===== src/rtl/tbt_pkg.sv =====
package tbt_pkg;

    localparam int TB_W   = 64;
    localparam int PIT_W  = 32;
    localparam int DATA_W = 32;
    localparam int ADDR_W = 3;

    typedef enum logic [ADDR_W-1:0] {
        RA_TB_LO = 3'd0,
        RA_TB_HI = 3'd1,
        RA_COUNT = 3'd2,
        RA_RELOAD = 3'd3,
        RA_CTRL  = 3'd4,
        RA_FLAGS = 3'd5
    } reg_addr_e;

    typedef enum logic [1:0] {
        RK_NONE = 2'd0,
        RK_CORE = 2'd1,
        RK_CHIP = 2'd2,
        RK_SYS  = 2'd3
    } rst_kind_e;

    typedef struct packed {
        rst_kind_e  kind;
        logic [1:0] wdg_sel;
        logic [1:0] fit_sel;
        logic       wdg_en;
        logic       fit_en;
        logic       pit_auto;
        logic       pit_en;
    } ctrl_t;

    localparam int CTRL_W = $bits(ctrl_t);

    typedef struct packed {
        logic fit;
        logic pit;
    } flags_t;

    localparam int FLAGS_W = $bits(flags_t);

    function automatic int unsigned tap_pos(input logic [1:0] sel);
        case (sel)
            2'd0:    return 9;
            2'd1:    return 13;
            2'd2:    return 17;
            default: return 21;
        endcase
    endfunction

endpackage


===== src/rtl/tbt_timebase.sv =====
module tbt_timebase
    import tbt_pkg::*;
#(
    parameter int W  = TB_W,
    parameter int DW = DATA_W
) (
    input  logic          clk,
    input  logic          rst,
    input  logic          tick,
    input  logic          ld_lo,
    input  logic          ld_hi,
    input  logic [DW-1:0] wdata,
    output logic [W-1:0]  value,
    output logic          loaded
);
    localparam int HI_W = W - DW;

    logic [W-1:0] nxt;

    always_comb begin
        nxt = value;
        if (tick) nxt = value + W'(1);
        if (ld_lo) nxt[DW-1:0] = wdata;
        if (ld_hi) nxt[W-1:DW] = wdata[HI_W-1:0];
    end

    always_ff @(posedge clk) begin
        if (rst) begin
            value  <= '0;
            loaded <= 1'b0;
        end else begin
            value  <= nxt;
            loaded <= ld_lo | ld_hi;
        end
    end

    assert_step_R1: assert property (@(posedge clk) disable iff (rst)
        (tick && !ld_lo && !ld_hi) |=> value == $past(value) + W'(1));

    assert_hold_R1: assert property (@(posedge clk) disable iff (rst)
        (!tick && !ld_lo && !ld_hi) |=> $stable(value));

endmodule


===== src/rtl/tbt_interval.sv =====
module tbt_interval
    import tbt_pkg::*;
#(
    parameter int W = PIT_W
) (
    input  logic         clk,
    input  logic         rst,
    input  logic         tick,
    input  logic         en,
    input  logic         auto_rl,
    input  logic         ld,
    input  logic [W-1:0] ld_val,
    input  logic [W-1:0] reload,
    output logic [W-1:0] count,
    output logic         hit
);
    logic at_zero;

    assign at_zero = (count == '0);
    assign hit     = !ld && en && tick && (count == W'(1));

    always_ff @(posedge clk) begin
        if (rst) begin
            count <= '0;
        end else if (ld) begin
            count <= ld_val;
        end else if (en && auto_rl && at_zero) begin
            count <= reload;
        end else if (en && tick && !at_zero) begin
            count <= count - W'(1);
        end
    end

    assert_stop_R3: assert property (@(posedge clk) disable iff (rst)
        (at_zero && !ld && !auto_rl) |=> count == '0);

    assert_reload_R5: assert property (@(posedge clk) disable iff (rst)
        (at_zero && en && auto_rl && !ld) |=> count == $past(reload));

    assert_hit_zero_R4: assert property (@(posedge clk) disable iff (rst)
        hit |=> count == '0);

endmodule


===== src/rtl/tbt_tap_edge.sv =====
module tbt_tap_edge
    import tbt_pkg::*;
#(
    parameter int W = TB_W
) (
    input  logic         clk,
    input  logic         rst,
    input  logic [W-1:0] tb,
    input  logic [1:0]   sel,
    input  logic         quiet,
    output logic         evt
);
    logic tap;
    logic prev_q;

    assign tap = tb[tap_pos(sel)];
    assign evt = tap && !prev_q && !quiet;

    always_ff @(posedge clk) begin
        if (rst) prev_q <= 1'b0;
        else     prev_q <= tap;
    end

    assert_single_evt_R6: assert property (@(posedge clk) disable iff (rst)
        (evt && $stable(sel)) |=> !evt);

endmodule


===== src/rtl/tbtimer_top.sv =====
module tbtimer_top
    import tbt_pkg::*;
(
    input  logic              clk,
    input  logic              rst,
    input  logic              tick_en,
    input  logic              wr_en,
    input  logic [ADDR_W-1:0] wr_addr,
    input  logic [DATA_W-1:0] wr_data,
    input  logic [ADDR_W-1:0] rd_addr,
    output logic [DATA_W-1:0] rd_data,
    output logic              irq_pit,
    output logic              irq_fit,
    output logic              rst_req,
    output logic [1:0]        rst_kind
);
    ctrl_t              ctrl_q;
    flags_t             flags_q;
    logic [PIT_W-1:0]   reload_q;
    logic [TB_W-1:0]    tb;
    logic [PIT_W-1:0]   count;
    logic               tb_loaded;
    logic               ctrl_wr_q;
    logic               quiet;
    logic               pit_hit;
    logic               fit_evt;
    logic               wdg_evt;
    logic               rst_req_q;
    rst_kind_e          rst_kind_q;

    logic wr_tbl, wr_tbh, wr_cnt, wr_rld, wr_ctl, wr_flg;

    assign wr_tbl = wr_en && (wr_addr == RA_TB_LO);
    assign wr_tbh = wr_en && (wr_addr == RA_TB_HI);
    assign wr_cnt = wr_en && (wr_addr == RA_COUNT);
    assign wr_rld = wr_en && (wr_addr == RA_RELOAD);
    assign wr_ctl = wr_en && (wr_addr == RA_CTRL);
    assign wr_flg = wr_en && (wr_addr == RA_FLAGS);

    tbt_timebase #(.W(TB_W), .DW(DATA_W)) u_tb (
        .clk    (clk),
        .rst    (rst),
        .tick   (tick_en),
        .ld_lo  (wr_tbl),
        .ld_hi  (wr_tbh),
        .wdata  (wr_data),
        .value  (tb),
        .loaded (tb_loaded)
    );

    tbt_interval #(.W(PIT_W)) u_pit (
        .clk     (clk),
        .rst     (rst),
        .tick    (tick_en),
        .en      (ctrl_q.pit_en),
        .auto_rl (ctrl_q.pit_auto),
        .ld      (wr_cnt),
        .ld_val  (wr_data[PIT_W-1:0]),
        .reload  (reload_q),
        .count   (count),
        .hit     (pit_hit)
    );

    assign quiet = tb_loaded || ctrl_wr_q;

    tbt_tap_edge #(.W(TB_W)) u_fit_edge (
        .clk   (clk),
        .rst   (rst),
        .tb    (tb),
        .sel   (ctrl_q.fit_sel),
        .quiet (quiet),
        .evt   (fit_evt)
    );

    tbt_tap_edge #(.W(TB_W)) u_wdg_edge (
        .clk   (clk),
        .rst   (rst),
        .tb    (tb),
        .sel   (ctrl_q.wdg_sel),
        .quiet (quiet),
        .evt   (wdg_evt)
    );

    always_ff @(posedge clk) begin
        if (rst) begin
            ctrl_q    <= '0;
            reload_q  <= '0;
            ctrl_wr_q <= 1'b0;
        end else begin
            ctrl_wr_q <= wr_ctl;
            if (wr_ctl) ctrl_q   <= ctrl_t'(wr_data[CTRL_W-1:0]);
            if (wr_rld) reload_q <= wr_data[PIT_W-1:0];
        end
    end

    always_ff @(posedge clk) begin
        if (rst) begin
            flags_q <= '0;
        end else begin
            flags_q.pit <= (flags_q.pit && !(wr_flg && wr_data[0])) || pit_hit;
            flags_q.fit <= (flags_q.fit && !(wr_flg && wr_data[1]))
                           || (fit_evt && ctrl_q.fit_en);
        end
    end

    always_ff @(posedge clk) begin
        if (rst) begin
            rst_req_q  <= 1'b0;
            rst_kind_q <= RK_NONE;
        end else if (wdg_evt && ctrl_q.wdg_en && (ctrl_q.kind != RK_NONE)) begin
            rst_req_q  <= 1'b1;
            rst_kind_q <= ctrl_q.kind;
        end else begin
            rst_req_q  <= 1'b0;
            rst_kind_q <= RK_NONE;
        end
    end

    always_comb begin
        case (rd_addr)
            RA_TB_LO:  rd_data = tb[DATA_W-1:0];
            RA_TB_HI:  rd_data = tb[TB_W-1:DATA_W];
            RA_COUNT:  rd_data = DATA_W'(count);
            RA_RELOAD: rd_data = DATA_W'(reload_q);
            RA_CTRL:   rd_data = DATA_W'(ctrl_q);
            RA_FLAGS:  rd_data = DATA_W'(flags_q);
            default:   rd_data = '0;
        endcase
    end

    assign irq_pit  = flags_q.pit;
    assign irq_fit  = flags_q.fit;
    assign rst_req  = rst_req_q;
    assign rst_kind = rst_kind_q;

    assert_rst_pulse_R9: assert property (@(posedge clk) disable iff (rst)
        rst_req |=> !rst_req);

    assert_rst_kind_R9: assert property (@(posedge clk) disable iff (rst)
        rst_req |-> rst_kind != 2'd0);

    assert_kind_idle_R9: assert property (@(posedge clk) disable iff (rst)
        !rst_req |-> rst_kind == 2'd0);

    assert_pit_flag_zero_R4: assert property (@(posedge clk) disable iff (rst)
        $rose(irq_pit) |-> count == '0);

    assert_flag_clear_R8: assert property (@(posedge clk) disable iff (rst)
        (wr_flg && wr_data[1] && !fit_evt) |=> !irq_fit);

    assert_quiet_load_R7: assert property (@(posedge clk) disable iff (rst)
        tb_loaded |-> !fit_evt && !wdg_evt);

endmodule


===== config.mk =====
export PLATFORM = sky130hd
export DESIGN_NAME = tbtimer_top
export DESIGN_NICKNAME = d
export VERILOG_FILES = /design/src/rtl/tbt_pkg.sv /design/src/rtl/tbt_timebase.sv /design/src/rtl/tbt_interval.sv /design/src/rtl/tbt_tap_edge.sv /design/src/rtl/tbtimer_top.sv
export SDC_FILE = /design/constraint.sdc
export NUM_CORES = 1
export LEC_CHECK = 0
export BUFFER_PORTS_ARGS = -buffer_cell sky130_fd_sc_hd__buf_2
export CAP_MARGIN = 15
export CORE_ASPECT_RATIO = 0.5
export CORE_MARGIN = 10
export CORE_UTILIZATION = 39
export DETAILED_ROUTE_END_ITERATION = 8
export SLEW_MARGIN = 25
export SYNTH_ARGS = -nofsm -noshare
export SYNTH_HDL_FRONTEND = slang
export SYNTH_SLANG_ARGS = --single-unit

===== constraint.sdc =====
create_clock -name clk -period 4.47 [get_ports clk]
set_input_delay 0.2235 -clock clk [delete_from_list [all_inputs] [get_ports clk]]
set_output_delay 0.2235 -clock clk [all_outputs]
set_load 0.05 [all_outputs]

-- Word-level counts from Yosys, hierarchy flattened
Index checks and enable logic that the tools add are counted.
- multiplexer cells: 14
- bitwise gates (word level): 2
- reductions and logical operators: 44
- equal/unequal tests: 15
- magnitude comparators: 2
- $add $sub $neg: 2
- operators by type and width (kind ; number):
    $pmux 32 s6 ; 1
    $mux 32 ; 5
    $add 64x1->64 const B ; 1
    $mux 64 ; 1
    $eq 32x1->1 const B ; 1
    $logic_not 32->1 ; 1
    $sub 32x1->32 const B ; 1
    $pmux 5 s3 ; 2
    $logic_and 1x1->1 ; 24
    $lt 5x7->1 const B ; 2
    $bmux 1 s6 ; 2
    $eq 3x2->1 const B ; 4
    $eq 3x3->1 const B ; 4
    $logic_not 1->1 ; 7
    $eq 3x1->1 const B ; 2
    $logic_not 3->1 ; 2
    $reduce_bool 2->1 ; 3
    $eq 2x1->1 const B ; 2
    $eq 2x2->1 const B ; 2
    $logic_not 2->1 ; 2
    $logic_or 1x1->1 ; 3
    $mux 1 ; 3
    $reduce_bool 3->1 ; 1
    $reduce_or 2->1 ; 1
    2 further kinds ; 2
- bits in registers: 147
- logic and storage cells: 98

-- Logic depth before layout (Yosys ltp)
- word-level depth: 10
- depth in mapped cells: 11
- mapped depth without buffers: 9

-- Hierarchy
Synthesis repeated with hierarchy kept, for this count alone.
- cell total of the unflattened synthesis: 1158
- area total of the unflattened synthesis: 9434.0 sq um
- by module, submodules not included (module ; cells each ; sequential area each (sq um) ; area each (sq um) ; times used):
    tbt_timebase ; 507 ; 1301.2 ; 4035.1 ; 1
    tbtimer_top ; 321 ; 960.9 ; 2846.5 ; 1
    tbt_interval ; 322 ; 640.6 ; 2439.8 ; 1
    tbt_tap_edge ; 4 ; 20.0 ; 56.3 ; 2

-- Worst setup path after synthesis
OpenSTA, ideal clock, no wires.
- path type: reg-to-reg
- start point: reg u_pit.count[0]
- end point: reg u_pit.count[7]
- path slack: 1561 ps
- buffers on the path: 2
- data arrival time: 2777 ps
- period minus slack after synthesis: 2909 ps
- stages on the path, launching flop included: 12
- required time: 4338 ps
- cells stage by stage: dfxtp_1 inv_1 ha_1 or4b_4 or4b_1 buf_2 or4_1 buf_4 nand2_8 nor2_2 a211oi_2 nor3_1
- longest elaborated chain between the ends: 4
- elaborated cells on any way between the ends: 9
- classes of those cells: add/sub (1); mux (3); reduce/logical (5)
- ends and longest elaborated chain (item ; line ; RTL):
    start: declaration ; tbt_interval.sv:14 ; output logic [W-1:0] count,
    start signal: assignment ; tbt_interval.sv:26 ; count <= ld_val;
    start signal: assignment ; tbt_interval.sv:28 ; count <= reload;
    start signal: assignment ; tbt_interval.sv:30 ; count <= count - W'(1);
    $sub 32x1->32 or $logic_not 32->1 (tied branches) ; tbt_interval.sv:30, tbt_interval.sv:19 ;
    $mux 32, or another cell as far along ; tbt_interval.sv:29 ; end else if (en && tick && !at_zero) begin
    $mux 32 or $logic_and 1x1->1 (tied branches) ; tbt_interval.sv:27, tbt_interval.sv:29 ;
    $mux 32 or $reduce_bool 3->1 (tied branches) ; n/a ;
Several ways; a longest one is shown, not always the timed one. The select of a mux whose other input is x is not followed.
A chain may end at the register's enable or synchronous reset.

-- Worst setup path after layout
- start point: reg u_pit.count[0]
- end point: reg u_pit.count[28]
The elaborated chain is that of the path after synthesis.

==> results_dict.tcl <==
set metrics [dict create \
    grt_pass1_wl_mm 48.5 \
    arrival_ps 3900 \
    path_clk_slew_ps 70 \
    met2_length_mm 13.3 \
    synth-main-ff-cell "dfxtp_1" \
    diodes 0 \
    insertion_delay_ps 440 \
    ant_nets 0 \
    die_y_um 125 \
    powerDensity_nw_per_um2 355 \
    instances_no_fill 1453 \
    portBuffers 78 \
    vias 8768 \
    period_share 0.795 \
    critical_path_required_ps 4810 \
    setup_slack_ps 917 \
    multi_input_area_um2 5270 \
    seqPwrFrac 0.409 \
    post_cts_resize_count 0 \
    path_class "flip-flop to flip-flop" \
    max_freq_mhz 281 \
    fin_worst_skew_ps 9.19 \
    dp_slack_ps 995 \
    clkPwrFrac 0.446 \
    slew_viol_final 0 \
    comb_power_share 0.144 \
    hold_class "input port to flip-flop" \
    dieArea_um2 28700 \
    drive_gt1_frac 0.133 \
    synth_cell_types 67 \
    grt_pass1_vias 7995 \
    die_width_um 230 \
    finalWirelength_mm 31.5 \
    grt_use_total 0.213 \
    end_kind "flip-flop" \
    syn_avg_cell_area_um2 7.74 \
    synth_area_leaders "dfxtp_1 34%, nand2_1 7.8%, nor2_1 6.2%, a211oi_1 5.8%, a22oi_1 4.8%" \
    synthToLayoutAreaGrowth_pct 13.6 \
    rrSetupSlack_ps 920 \
    crit_chain "inv_1 > ha_1 > or4b_4 > or4b_1 > nor4_2 > nor2_1 > nand2_2 > nor2_1 > a311oi_1" \
    setup-tns-final_ps 0 \
    cp_slowest_stage_delay_ps 680 \
    synth-edff-count 0 \
    finalHoldViolCount 0 \
    num_rows 38 \
    ctsHtreeMaxLevel 4 \
    grt_start_max_net_pins 79 \
    placed_cells 1420 \
    dr.pass1.iters 6 \
    post_cts_buffers 0 \
    status "completed" \
    remaining_drc_errors 0 \
    cts.sinks 147 \
    ios 79 \
    routed.top_layer "met4" \
    yosysSeqAreaShare 0.342 \
    cellLeakagePower_nw 3.45 \
    drtIter0Drc 1053 \
    cts_root_buf "clkbuf_16" \
    routed-wl-met3_mm 3.04 \
    cts_tree "done" \
    netlist_area_um2 8590 \
    nNetsFinal 1185 \
    syn_nets 1156 \
    clk_path_buf_depth 2 \
    yosysTopAreaCell "dfxtp_1" \
    post-route-util 0.450 \
    synthCells 1111 \
    synth.top_cell.area_share 0.342 \
    p_int_w 0.00243 \
    setup_viol 0 \
    fillers 2245 \
    ff_latch_area_um2 2940 \
    tightest_slew_ps 890 \
    peakVddDrop_mv 0.193 \
    drt-met1-wl_mm 14.4 \
    crit_path_max_fanout 42 \
    core-area_um2 21700 \
    viasPerCell 6.03 \
    rsz0062_at_grt "false" \
    start_util 0.396 \
    maxCapViolations 0 \
    ys_ff_latch 147 \
    ys_async_sr_fraction 0 \
    slew_headroom 0.405 \
    cts_buffers 17 \
    grt_overflow_total 0 \
    swShare 0.300 \
    gp_congestion 0.936 \
    critPathLaunchType "flip-flop" \
    yosys_warnings 0 \
    hold_buffers 0 \
    power_switching_w 0.00104 \
    period_minus_slack_ps 3550 \
    routedWlPerCell_um 21.7 \
    crit_top_cell "nor2_1" \
    cp_slowest_cell "nand2_2" \
    dp_hpwl_mm 22.5 \
    antenna_found_initial 0 \
]
[cell usage after synthesis (4+ instances only)]
cell / count
nand2b_1: 5
o211ai_1: 21
nor4_1: 15
o21ai_0: 9
a211oi_1: 66
nand2_1: 179
xnor2_1: 44
nor2_1: 143
a311oi_1: 19
dfxtp_1: 147
a22oi_1: 55
clkbuf_1: 66
inv_1: 13
and4_1: 7
xor2_1: 32
a21oi_1: 52
and3_1: 14
mux2_2: 5
and2_1: 10
a31oi_1: 4
nor3_1: 30
nand3_1: 35
buf_2: 7
nor4b_1: 4
o22ai_1: 8
or3_1: 8
mux2i_1: 16
a311oi_2: 5
nand4_1: 19
nor2b_1: 6
or2_2: 4
or4_1: 8
[flip-flops by register name (all words and copies together), names as in the netlist, 2 cells and up]
register / cells
rst_kind: 2
ctrl_q: 10
u_pit.count: 32
reload_q: 32
u_tb.value: 64
[area by class of cell]
cell class | count | share of cell area
clock inverter | 15 | 0.0199
clock buffer | 17 | 0.0436
inverter | 13 | 0.00500
multi-input combinational | 870 | 0.540
tap | 300 | 0.0385
timing repair buffer | 91 | 0.0519
sequential | 147 | 0.301
[power groups by stage]
stage | sequential [W] | clock, W | combinational (W)
6_report | 0.00142 | 0.00155 | 0.000500
3_3_place_gp | 0.00144 | 0 | 0.000484
4_1_cts | 0.00142 | 0.00156 | 0.000494
2_1_floorplan | 0.00142 | 0 | 0.000361
3_5_place_dp | 0.00145 | 0 | 0.000489
5_1_grt | 0.00142 | 0.00162 | 0.000542
[metrics by stage]
stage                     hold WS, ps  instance area [µm²]  total power [W]
after floorplan                   359                 8590          0.00178
after global placement            456                 9130          0.00193
after detailed placement          465                 9130          0.00193
after CTS                        60.2                 9750          0.00347
after global routing             68.6                 9760          0.00359
final                            61.2                 9760          0.00346
[cells by family (layout without fill, tap and decap cells)]
| logic type | Yosys count | after routing | share of synthesized area |
|---|---|---|---|
| AND/OR/NAND/NOR | 507 | 507 | 0.281 |
| buffers and inverters | 94 | 136 | 0.0451 |
| XOR/XNOR | 76 | 76 | 0.0774 |
| AO/OA/AOI/OAI | 261 | 261 | 0.220 |
| multiplexers | 23 | 23 | 0.0304 |
| adder cells (fa/ha/maj) | 3 | 3 | 0.00437 |
| flip-flops | 147 | 147 | 0.342 |
[layer usage]
layer / vias up / global-route usage
li1: 4078 / -
met1: 4210 / 0.300
met2: 422 / 0.304
met3: 58 / 0.0594
met4: 0 / 0.0723
met5: - / 0
[worst max-delay path, delay by kind of cell, from the launching register on]
kind,cells,cell delay (ps)
AOI/OAI and AO/OA,1,280
adders and majority gates,1,220
buffers and inverters,1,100
DFF,1,360
and+or+nand+nor,6,2470
[cell usage in the layout (no fill, tap or decap), types with 10 or more instances in the layout]
cell type  instances
nand2_1          179
dfxtp_1          147
nor2_1           143
buf_2             77
a211oi_1          66
a22oi_1           55
a21oi_1           52
xnor2_1           44
nand3_1           35
xor2_1            32
nor3_1            29
o211ai_1          21
a311oi_1          19
nand4_1           19
clkbuf_16         17
mux2i_1           16
nor4_1            15
and3_1            14
inv_1             13
buf_4             12
and2_1            10
[path summary, 6_finish.rpt]
path,start,to,cells after the start
hold / removal,wr_data[20],reload_q[20]$_SDFFE_PP0P_,3
setup reg to reg,u_pit.count[0]$_SDFFE_PP0P_,u_pit.count[28]$_SDFFE_PP0P_,9
hold reg to reg,ctrl_q[3]$_SDFFE_PP0P_,ctrl_q[3]$_SDFFE_PP0P_,2
setup / recovery,u_pit.count[0]$_SDFFE_PP0P_,u_pit.count[28]$_SDFFE_PP0P_,9
Power figures use the tool's default switching activity.
